File: src/rtl/wpk_pkg.sv
package wpk_pkg;
  localparam int LO_W   = 16;
  localparam int HI_W   = 8;
  localparam int INSN_W = LO_W + HI_W;
  localparam int XFER_W = LO_W;

  // position inside a pair; shared by both directions
  typedef enum logic [1:0] {
    PH_LEAD  = 2'd0,
    PH_JOIN  = 2'd1,
    PH_TRAIL = 2'd2
  } phase_e;

  function automatic logic [LO_W-1:0] insn_low(input logic [INSN_W-1:0] w);
    return w[LO_W-1:0];
  endfunction

  function automatic logic [HI_W-1:0] insn_high(input logic [INSN_W-1:0] w);
    return w[INSN_W-1:LO_W];
  endfunction

  // second word's upper byte goes on top, first word's below
  function automatic logic [XFER_W-1:0] join_highs(input logic [HI_W-1:0] second_hi,
                                                   input logic [HI_W-1:0] first_hi);
    return {second_hi, first_hi};
  endfunction

  function automatic logic [HI_W-1:0] joined_first(input logic [XFER_W-1:0] x);
    return x[HI_W-1:0];
  endfunction

  function automatic logic [HI_W-1:0] joined_second(input logic [XFER_W-1:0] x);
    return x[XFER_W-1:XFER_W-HI_W];
  endfunction

  function automatic logic [INSN_W-1:0] build_insn(input logic [HI_W-1:0] hi,
                                                   input logic [LO_W-1:0] lo);
    return {hi, lo};
  endfunction
endpackage

File: src/rtl/wpk_pack.sv
module wpk_pack
  import wpk_pkg::*;
(
  input  logic              clk,
  input  logic              rst_n,
  input  logic              in_valid,
  output logic              in_ready,
  input  logic [INSN_W-1:0] in_data,
  input  logic              in_last,
  output logic              out_valid,
  input  logic              out_ready,
  output logic [XFER_W-1:0] out_data,
  output logic              out_last
);
  phase_e          phase_q, phase_d;
  logic [HI_W-1:0] hi_first_q;
  logic            lead_last_q;
  logic [LO_W-1:0] lo_second_q;
  logic            trail_last_q;

  // named events for the assertions
  logic in_fire, out_fire, at_lead, odd_tail, from_buf;

  always_comb begin
    at_lead  = (phase_q == PH_LEAD);
    odd_tail = (phase_q == PH_JOIN) && lead_last_q;
    from_buf = odd_tail || (phase_q == PH_TRAIL);
  end

  always_comb begin
    out_valid = 1'b0;
    out_data  = '0;
    out_last  = 1'b0;
    in_ready  = 1'b0;
    unique case (phase_q)
      PH_LEAD: begin
        out_valid = in_valid;
        out_data  = insn_low(in_data);
        in_ready  = out_ready;
      end
      PH_JOIN: begin
        if (lead_last_q) begin
          out_valid = 1'b1;
          out_data  = join_highs('0, hi_first_q);
          out_last  = 1'b1;
        end else begin
          out_valid = in_valid;
          out_data  = join_highs(insn_high(in_data), hi_first_q);
          in_ready  = out_ready;
        end
      end
      PH_TRAIL: begin
        out_valid = 1'b1;
        out_data  = lo_second_q;
        out_last  = trail_last_q;
      end
      default: ;
    endcase
  end

  assign in_fire  = in_valid && in_ready;
  assign out_fire = out_valid && out_ready;

  always_comb begin
    phase_d = phase_q;
    unique case (phase_q)
      PH_LEAD:  if (out_fire) phase_d = PH_JOIN;
      PH_JOIN:  if (out_fire) phase_d = lead_last_q ? PH_LEAD : PH_TRAIL;
      PH_TRAIL: if (out_fire) phase_d = PH_LEAD;
      default:  phase_d = PH_LEAD;
    endcase
  end

  always_ff @(posedge clk) begin
    if (!rst_n) begin
      phase_q      <= PH_LEAD;
      hi_first_q   <= '0;
      lead_last_q  <= 1'b0;
      lo_second_q  <= '0;
      trail_last_q <= 1'b0;
    end else begin
      phase_q <= phase_d;
      if (at_lead && in_fire) begin
        hi_first_q  <= insn_high(in_data);
        lead_last_q <= in_last;
      end
      if ((phase_q == PH_JOIN) && in_fire) begin
        lo_second_q  <= insn_low(in_data);
        trail_last_q <= in_last;
      end
    end
  end

  AST_PK_IN_WITH_OUT: assert property (@(posedge clk) disable iff (!rst_n)
    in_fire |-> out_fire);
  AST_PK_BUF_NO_INPUT: assert property (@(posedge clk) disable iff (!rst_n)
    from_buf |-> !in_ready);
  AST_PK_BUF_STABLE: assert property (@(posedge clk) disable iff (!rst_n)
    from_buf && out_valid && !out_ready |=> out_valid && $stable(out_data));
  AST_PK_LEAD_NOT_LAST: assert property (@(posedge clk) disable iff (!rst_n)
    at_lead |-> !out_last);
  AST_PK_LAST_REWINDS: assert property (@(posedge clk) disable iff (!rst_n)
    out_fire && out_last |=> at_lead);
endmodule

File: src/rtl/wpk_unpack.sv
module wpk_unpack
  import wpk_pkg::*;
(
  input  logic              clk,
  input  logic              rst_n,
  input  logic              in_valid,
  output logic              in_ready,
  input  logic [XFER_W-1:0] in_data,
  input  logic              in_last,
  output logic              out_valid,
  input  logic              out_ready,
  output logic [INSN_W-1:0] out_data,
  output logic              out_last
);
  phase_e          phase_q, phase_d;
  logic [LO_W-1:0] lo_first_q;
  logic [HI_W-1:0] hi_second_q;

  logic in_fire, out_fire, at_lead;

  assign at_lead = (phase_q == PH_LEAD);

  always_comb begin
    out_valid = 1'b0;
    out_data  = '0;
    out_last  = 1'b0;
    in_ready  = 1'b0;
    unique case (phase_q)
      PH_LEAD: in_ready = 1'b1;
      PH_JOIN: begin
        out_valid = in_valid;
        out_data  = build_insn(joined_first(in_data), lo_first_q);
        out_last  = in_last;
        in_ready  = out_ready;
      end
      PH_TRAIL: begin
        out_valid = in_valid;
        out_data  = build_insn(hi_second_q, in_data);
        out_last  = in_last;
        in_ready  = out_ready;
      end
      default: ;
    endcase
  end

  assign in_fire  = in_valid && in_ready;
  assign out_fire = out_valid && out_ready;

  always_comb begin
    phase_d = phase_q;
    unique case (phase_q)
      PH_LEAD:  if (in_fire) phase_d = PH_JOIN;
      PH_JOIN:  if (in_fire) phase_d = in_last ? PH_LEAD : PH_TRAIL;
      PH_TRAIL: if (in_fire) phase_d = PH_LEAD;
      default:  phase_d = PH_LEAD;
    endcase
  end

  always_ff @(posedge clk) begin
    if (!rst_n) begin
      phase_q     <= PH_LEAD;
      lo_first_q  <= '0;
      hi_second_q <= '0;
    end else begin
      phase_q <= phase_d;
      if (at_lead && in_fire) lo_first_q <= in_data;
      if ((phase_q == PH_JOIN) && in_fire) hi_second_q <= joined_second(in_data);
    end
  end

  AST_UP_OUT_WITH_IN: assert property (@(posedge clk) disable iff (!rst_n)
    out_fire |-> in_fire);
  AST_UP_LEAD_SILENT: assert property (@(posedge clk) disable iff (!rst_n)
    at_lead |-> !out_valid);
  AST_UP_LAST_REWINDS: assert property (@(posedge clk) disable iff (!rst_n)
    in_fire && in_last && !at_lead |=> at_lead);
endmodule

File: src/rtl/insn_word_packer.sv
module insn_word_packer
  import wpk_pkg::*;
(
  input  logic              clk,
  input  logic              rst_n,
  input  logic              pk_in_valid,
  output logic              pk_in_ready,
  input  logic [INSN_W-1:0] pk_in_data,
  input  logic              pk_in_last,
  output logic              pk_out_valid,
  input  logic              pk_out_ready,
  output logic [XFER_W-1:0] pk_out_data,
  output logic              pk_out_last,
  input  logic              up_in_valid,
  output logic              up_in_ready,
  input  logic [XFER_W-1:0] up_in_data,
  input  logic              up_in_last,
  output logic              up_out_valid,
  input  logic              up_out_ready,
  output logic [INSN_W-1:0] up_out_data,
  output logic              up_out_last
);
  wpk_pack u_pack (
    .clk       (clk),
    .rst_n     (rst_n),
    .in_valid  (pk_in_valid),
    .in_ready  (pk_in_ready),
    .in_data   (pk_in_data),
    .in_last   (pk_in_last),
    .out_valid (pk_out_valid),
    .out_ready (pk_out_ready),
    .out_data  (pk_out_data),
    .out_last  (pk_out_last)
  );

  wpk_unpack u_unpack (
    .clk       (clk),
    .rst_n     (rst_n),
    .in_valid  (up_in_valid),
    .in_ready  (up_in_ready),
    .in_data   (up_in_data),
    .in_last   (up_in_last),
    .out_valid (up_out_valid),
    .out_ready (up_out_ready),
    .out_data  (up_out_data),
    .out_last  (up_out_last)
  );
endmodule

File: config.mk
export PLATFORM = sky130hd
export DESIGN_NAME = insn_word_packer
export DESIGN_NICKNAME = d
export VERILOG_FILES = /design/src/rtl/wpk_pkg.sv /design/src/rtl/wpk_pack.sv /design/src/rtl/wpk_unpack.sv /design/src/rtl/insn_word_packer.sv
export SDC_FILE = /design/constraint.sdc
export NUM_CORES = 1
export LEC_CHECK = 0
export CAP_MARGIN = 25
export CORE_MARGIN = 1.5
export CORE_UTILIZATION = 47
export DETAILED_ROUTE_END_ITERATION = 8
export HOLD_SLACK_MARGIN = 0.1
export PLACE_DENSITY_LB_ADDON = 0.2
export SETUP_SLACK_MARGIN = 0.5
export SYNTH_ARGS = -nofsm -noshare
export SYNTH_HDL_FRONTEND = slang
export SYNTH_SLANG_ARGS = --single-unit
File: constraint.sdc
create_clock -name clk -period 1.8 [get_ports clk]
set_clock_uncertainty 0.1 [all_clocks]
set_input_delay 0.18 -clock clk [delete_from_list [all_inputs] [get_ports clk]]
set_output_delay 0.18 -clock clk [all_outputs]
set_load 0.01 [all_outputs]
==> results of run 1 <==
==> synth_stat cells, types with 2 or more instances <==
| master | count |
|---|---|
| a21boi_1 | 44 |
| a222oi_1 | 16 |
| a22oi_1 | 25 |
| and2_1 | 2 |
| and3_1 | 2 |
| buf_1 | 3 |
| buf_2 | 9 |
| clkbuf_1 | 22 |
| dfxtp_1 | 54 |
| ha_1 | 9 |
| inv_1 | 5 |
| mux2i_1 | 10 |
| nand2_1 | 70 |
| nand2b_1 | 2 |
| nand3_1 | 19 |
| nor2_1 | 19 |
| nor2b_1 | 26 |
| o211ai_1 | 2 |
| o21a_1 | 2 |
| o21ai_1 | 17 |
==> logic make-up after synthesis <==
| family | share of synthesized area, % |
|---|---|
| and+or+nand+nor | 23.1 |
| AOI/OAI and AO/OA | 27.8 |
| DFF | 36.6 |
| buffers and inverters | 5.33 |
| muxes | 3.39 |
| adders and majority gates | 3.81 |
==> metrics by stage <==
step           TNS, ps  std cells  hold slack, ps  area (um^2)
2_1_floorplan        0        369             215         3370
3_3_place_gp     -1650        532             341         4380
3_5_place_dp     -2190        532             345         4380
4_1_cts          -3400        587             158         5300
==> repair_timing <==
action	CTS
setup buffers	33
resized for setup	307
hold endpoints to repair	0
gates cloned	15
setup endpoints to repair	100
pin swaps	69
==> layer usage <==
layer  overflow  global-route usage (%)
met1          0                    64.7
met2          1                    83.3
met3          0                    37.5
met4          1                    56.9
met5          0                    1.67
==> key figures, run 1 <==
Clock tree
  – CTS Buf Count: 5
  – Root buf cell: clkbuf_8
  – Clock Sinks: 54
  – Post-CTS Hold Buffers: 0
  – H-tree depth: 2
  – Clock buffer depth: 2

Yosys
  – Post-synth net total: between 400 and 500
  – Most area-hungry cell type in the Yosys netlist: dfxtp_1
  – Synth cell types: 31
  – Top_reg_cell synth: dfxtp_1
  – Area of the mapped netlist: ~0.003 mm^2
  – Syn_area_per_cell: 8.01 um^2
  – Number of synthesized flops with an enable pin: 0
  – FFs w/ async S/R, synth: 0%
  – Synth top area share: between 30% and 40%
  – Yosys warns: 0
  – Sequential area share after synthesis: 36.6%
  – #FFs+latches synth: between 50 and 60
  – Syn Inst Count: ~370
  – Ranking of synthesized cells by area: dfxtp_1, a21boi_1, nand2_1, a22oi_1, nor2b_1

Place
  – Post-DP HPWL: about 6000 um
  – PortBufs: 93
  – Post-place setup slack: -127 ps
  – RePlAce Congestion: 0.823

Global route
  – Grt ovf: 2
  – Tot GR Track Use: roughly 61%
  – Largest net degree at the start of global routing: 35

Floorplan
  – Die Y: a little over 80 um
  – Starting Density: approximately half
  – I/O Pins: 94
  – Rows: 28
  – Die width: between 80 and 90 um

Outcome
  – Status: aborted with a tool error
  – First Err: [ERROR GRT-0232] Routing congestion too high. Check the congestion heatmap in the GUI.
  – Exit stage: global routing

STA
  – Worst EP Category: output port
  – Worst endpoint after global-route timing repair: pk_out_data[15]
==> run 2, diff against run 1 <==
--- a/config.mk
+++ b/config.mk
@@ -7,11 +7,9 @@
 export LEC_CHECK = 0
 export CAP_MARGIN = 25
 export CORE_MARGIN = 1.5
-export CORE_UTILIZATION = 47
+export CORE_UTILIZATION = 35
 export DETAILED_ROUTE_END_ITERATION = 8
-export HOLD_SLACK_MARGIN = 0.1
-export PLACE_DENSITY_LB_ADDON = 0.2
-export SETUP_SLACK_MARGIN = 0.5
+export PLACE_DENSITY_LB_ADDON = 0.15
 export SYNTH_ARGS = -nofsm -noshare
 export SYNTH_HDL_FRONTEND = slang
 export SYNTH_SLANG_ARGS = --single-unit
==> run 2 against run 1 <==
  * The flow now finishes, with violations (negative setup slack)
  * Area after synthesis stayed put
  * Synthesized cell count stayed put
==> key figures, run 2 <==
Floorplan
  – Std-Cell Core Area: 0.00822 mm^2
  – Die Y: ~95 um
  – Starting Density: between 30% and 40%
  – Rows: 33
  – DIE AREA: between 0.009 and 0.01 mm^2
  – I/O Pins: between 90 and 100
  – Die width: about 95 um

Finish
  – Final instance area: 0.00472 mm^2
  – Share of cells above drive strength 1: 32.7%
  – Commonest non-fill, non-tap cell in the layout: nand2_1
  – Nets: approximately 540
  – Area grow syn2layout: 59.8%
  – Most frequent cells in the layout: nand2_1, dfxtp_1, clkdlybuf4s50_1
  – Final cell count without fillers: just under 600
  – Filler cells: 752
  – Antenna cells: 0
  – Largest regs: u_pack.lo_second_q x16, u_unpack.lo_first_q x16

Clock tree
  – Clock buffer depth: 2
  – Root buf cell: clkbuf_8
  – Clk_lat worst skew: around 300 ps
  – Clock Sinks: 54
  – CTS Buf Count: 5
  – Post-CTS Hold Buffers: 0
  – Worst-path clk slew: around 100 ps
  – H-tree depth: 2
  – CTS tree: done

STA
  – Number of setup violations in the final report: 26
  – Max Clk Rate: 0.514 GHz
  – Max-slew violation count: 0
  – Tcrit/Tclk final: 108%
  – Tightest Pin Transition: around 380 ps
  – Setup WS post-layout: -147 ps
  – WHS: between 200 and 300 ps
  – Crit path time final: 1950 ps
  – RSZ-0062 raised after global routing: true
  – Slew headroom: about 75%
  – Hold Vio Cnt, Final: 0

Yosys
  – #FFs+latches synth: 54
  – Number of synthesized flops with an enable pin: 0
  – Yosys warns: 0
  – Ranking of synthesized cells by area: dfxtp_1, a21boi_1, nand2_1, a22oi_1, nor2b_1
  – Most common cell in the synthesized netlist: nand2_1
  – Sequential area share after synthesis: 36.6%
  – Post-synth net total: ~430
  – Top_reg_cell synth: dfxtp_1
  – Most area-hungry cell type in the Yosys netlist: dfxtp_1
  – Area of the mapped netlist: about 0.0030 mm^2
  – Synth cell types: 31
  – Syn_area_per_cell: about 8.0 um^2
  – Commonest cells in the netlist: nand2_1, dfxtp_1, a21boi_1
  – Syn Inst Count: roughly 370
  – Synth top area share: between 30% and 40%
  – FFs w/ async S/R, synth: 0%

Worst setup path
  – CP Cell Sequence: inv_6 > ha_4 > nor2b_4 > buf_6 > a222oi_1 > nor2_1 > buf_2
  – WS Path Type: reg2out
  – WP data required: ~1500 ps
  – CP Launch Type: flip-flop
  – CP max FO: 6
  – Critical path capture point type: primary output
  – CP max-delay cell: dfxtp_4
  – Slowest Stage Delay on Critical Path: between 400 and 500 ps
  – Worst Path Arrival: ~1700 ps

Outcome
  – Violated checks: negative setup slack
  – Status: finished, violations left

Global route
  – Vias in the first global route: a little over 3000
  – Initial antenna violation count: 0
  – First-pass GRT wire length: 15400 um
  – Largest net degree at the start of global routing: 65
  – Tot GR Track Use: between 20% and 30%
  – Grt ovf: 0

Route
  – Post-DRT Antenna Nets: 0
  – Via count: 3200
  – Drt first-iter violations: 268
  – Drt total wl: 9970 um
  – WL/cell: 16.9 um
  – Drt drc: 0
  – Pre-antenna DRT Iters: 6
  – Via density per instance: 5.41

Place
  – RePlAce Congestion: 0.778
  – PortBufs: between 90 and 100
  – Post-DP HPWL: 6120 um
  – Post-place setup slack: -217 ps
  – Placed Area: 0.00424 mm^2
  – DP Cell Count: ~570

Job
  – # Max-Cap Violations: 0

Worst hold path
  – Hold Path Class: in2reg

Power
  – LEAKAGE: ~1.8 nW
  – Total power per unit cell area: 899 mW/mm^2
  – VDD IR max: roughly 450 uV
-- run 2: cell counts after synthesis --
No cell type changed its count.
-- run 2: kinds of logic after synthesis --
family,Yosys count,synth area share (%)
buf+inv,39,5.33
flops,54,36.6
simple gates,147,23.1
mux,10,3.39
fa+ha+maj,9,3.81
compound gates,110,27.8
-- run 2: report_power, final --
part	switching, mW	leakage [nW]	internal [mW]	total [mW]
Combinational	1.02	1.30	1.05	2.07
Clock	0.403	0.0542	0.410	0.813
Sequential	0.0737	0.442	1.29	1.37
Total	1.49	1.80	2.76	4.25
-- run 2: timing repair --
| item | 4_1_cts | 5_1_grt |
|---|---|---|
| resized for setup | 245 | 27 |
| buffers inserted | 3 | 5 |
| endpoints found under the setup margin | 57 | 55 |
| cloned | 4 | 3 |
| pin swaps | 27 | 35 |
-- run 2: per-layer routing --
| metal | track usage (%) | part of all wire (%) |
|---|---|---|
| met1 | 30.1 | 46 |
| met5 | 0 | 0 |
| met4 | 4.60 | 1.0 |
| met2 | 35.7 | 48 |
| met3 | 3.14 | 4.7 |
-- run 2: cell type report --
type                       instances  area, um^2  share of cell area, %
timing repair buffer             144        1350                   28.6
inverter                           5        26.3                  0.556
clock buffer                       5        68.8                   1.46
sequential                        54        1090                   23.2
tap                              105         131                   2.78
multi-input combinational        276        2010                   42.6
clock inverter                     2        38.8                  0.821
-- run 2: final timing paths --
check | start | endpoint | slack [ps] | cells past startpoint
setup / recovery | u_pack.phase_q[1] | pk_out_data[11] | -150 | 7
hold / removal | rst_n | u_unpack.lo_first_q[15] | 260 | 3
setup reg to reg | u_unpack.phase_q[1] | u_unpack.phase_q[1] | -10 | 7
hold reg to reg | u_pack.hi_first_q[4] | u_pack.hi_first_q[4] | 370 | 2
-- run 2: critical path: cells and delay by family, from the launching register on --
kind / cells / cell delay (ps)
DFF: 1 / 410
buffers and inverters: 3 / 330
AOI/OAI and AO/OA: 1 / 260
and+or+nand+nor: 2 / 210
adders and majority gates: 1 / 160
-- run 2: metrics by stage --
step	total power, mW	TNS, ps	util (%)
2_1_floorplan	2.26	0	-
3_3_place_gp	3.20	-5960	51.7
3_5_place_dp	3.23	-7080	51.7
4_1_cts	4.18	-1930	54.7
5_1_grt	4.49	-4200	57.5
6_report	4.25	-1550	57.5
Note: power is estimated with default switching activity, not from simulation.
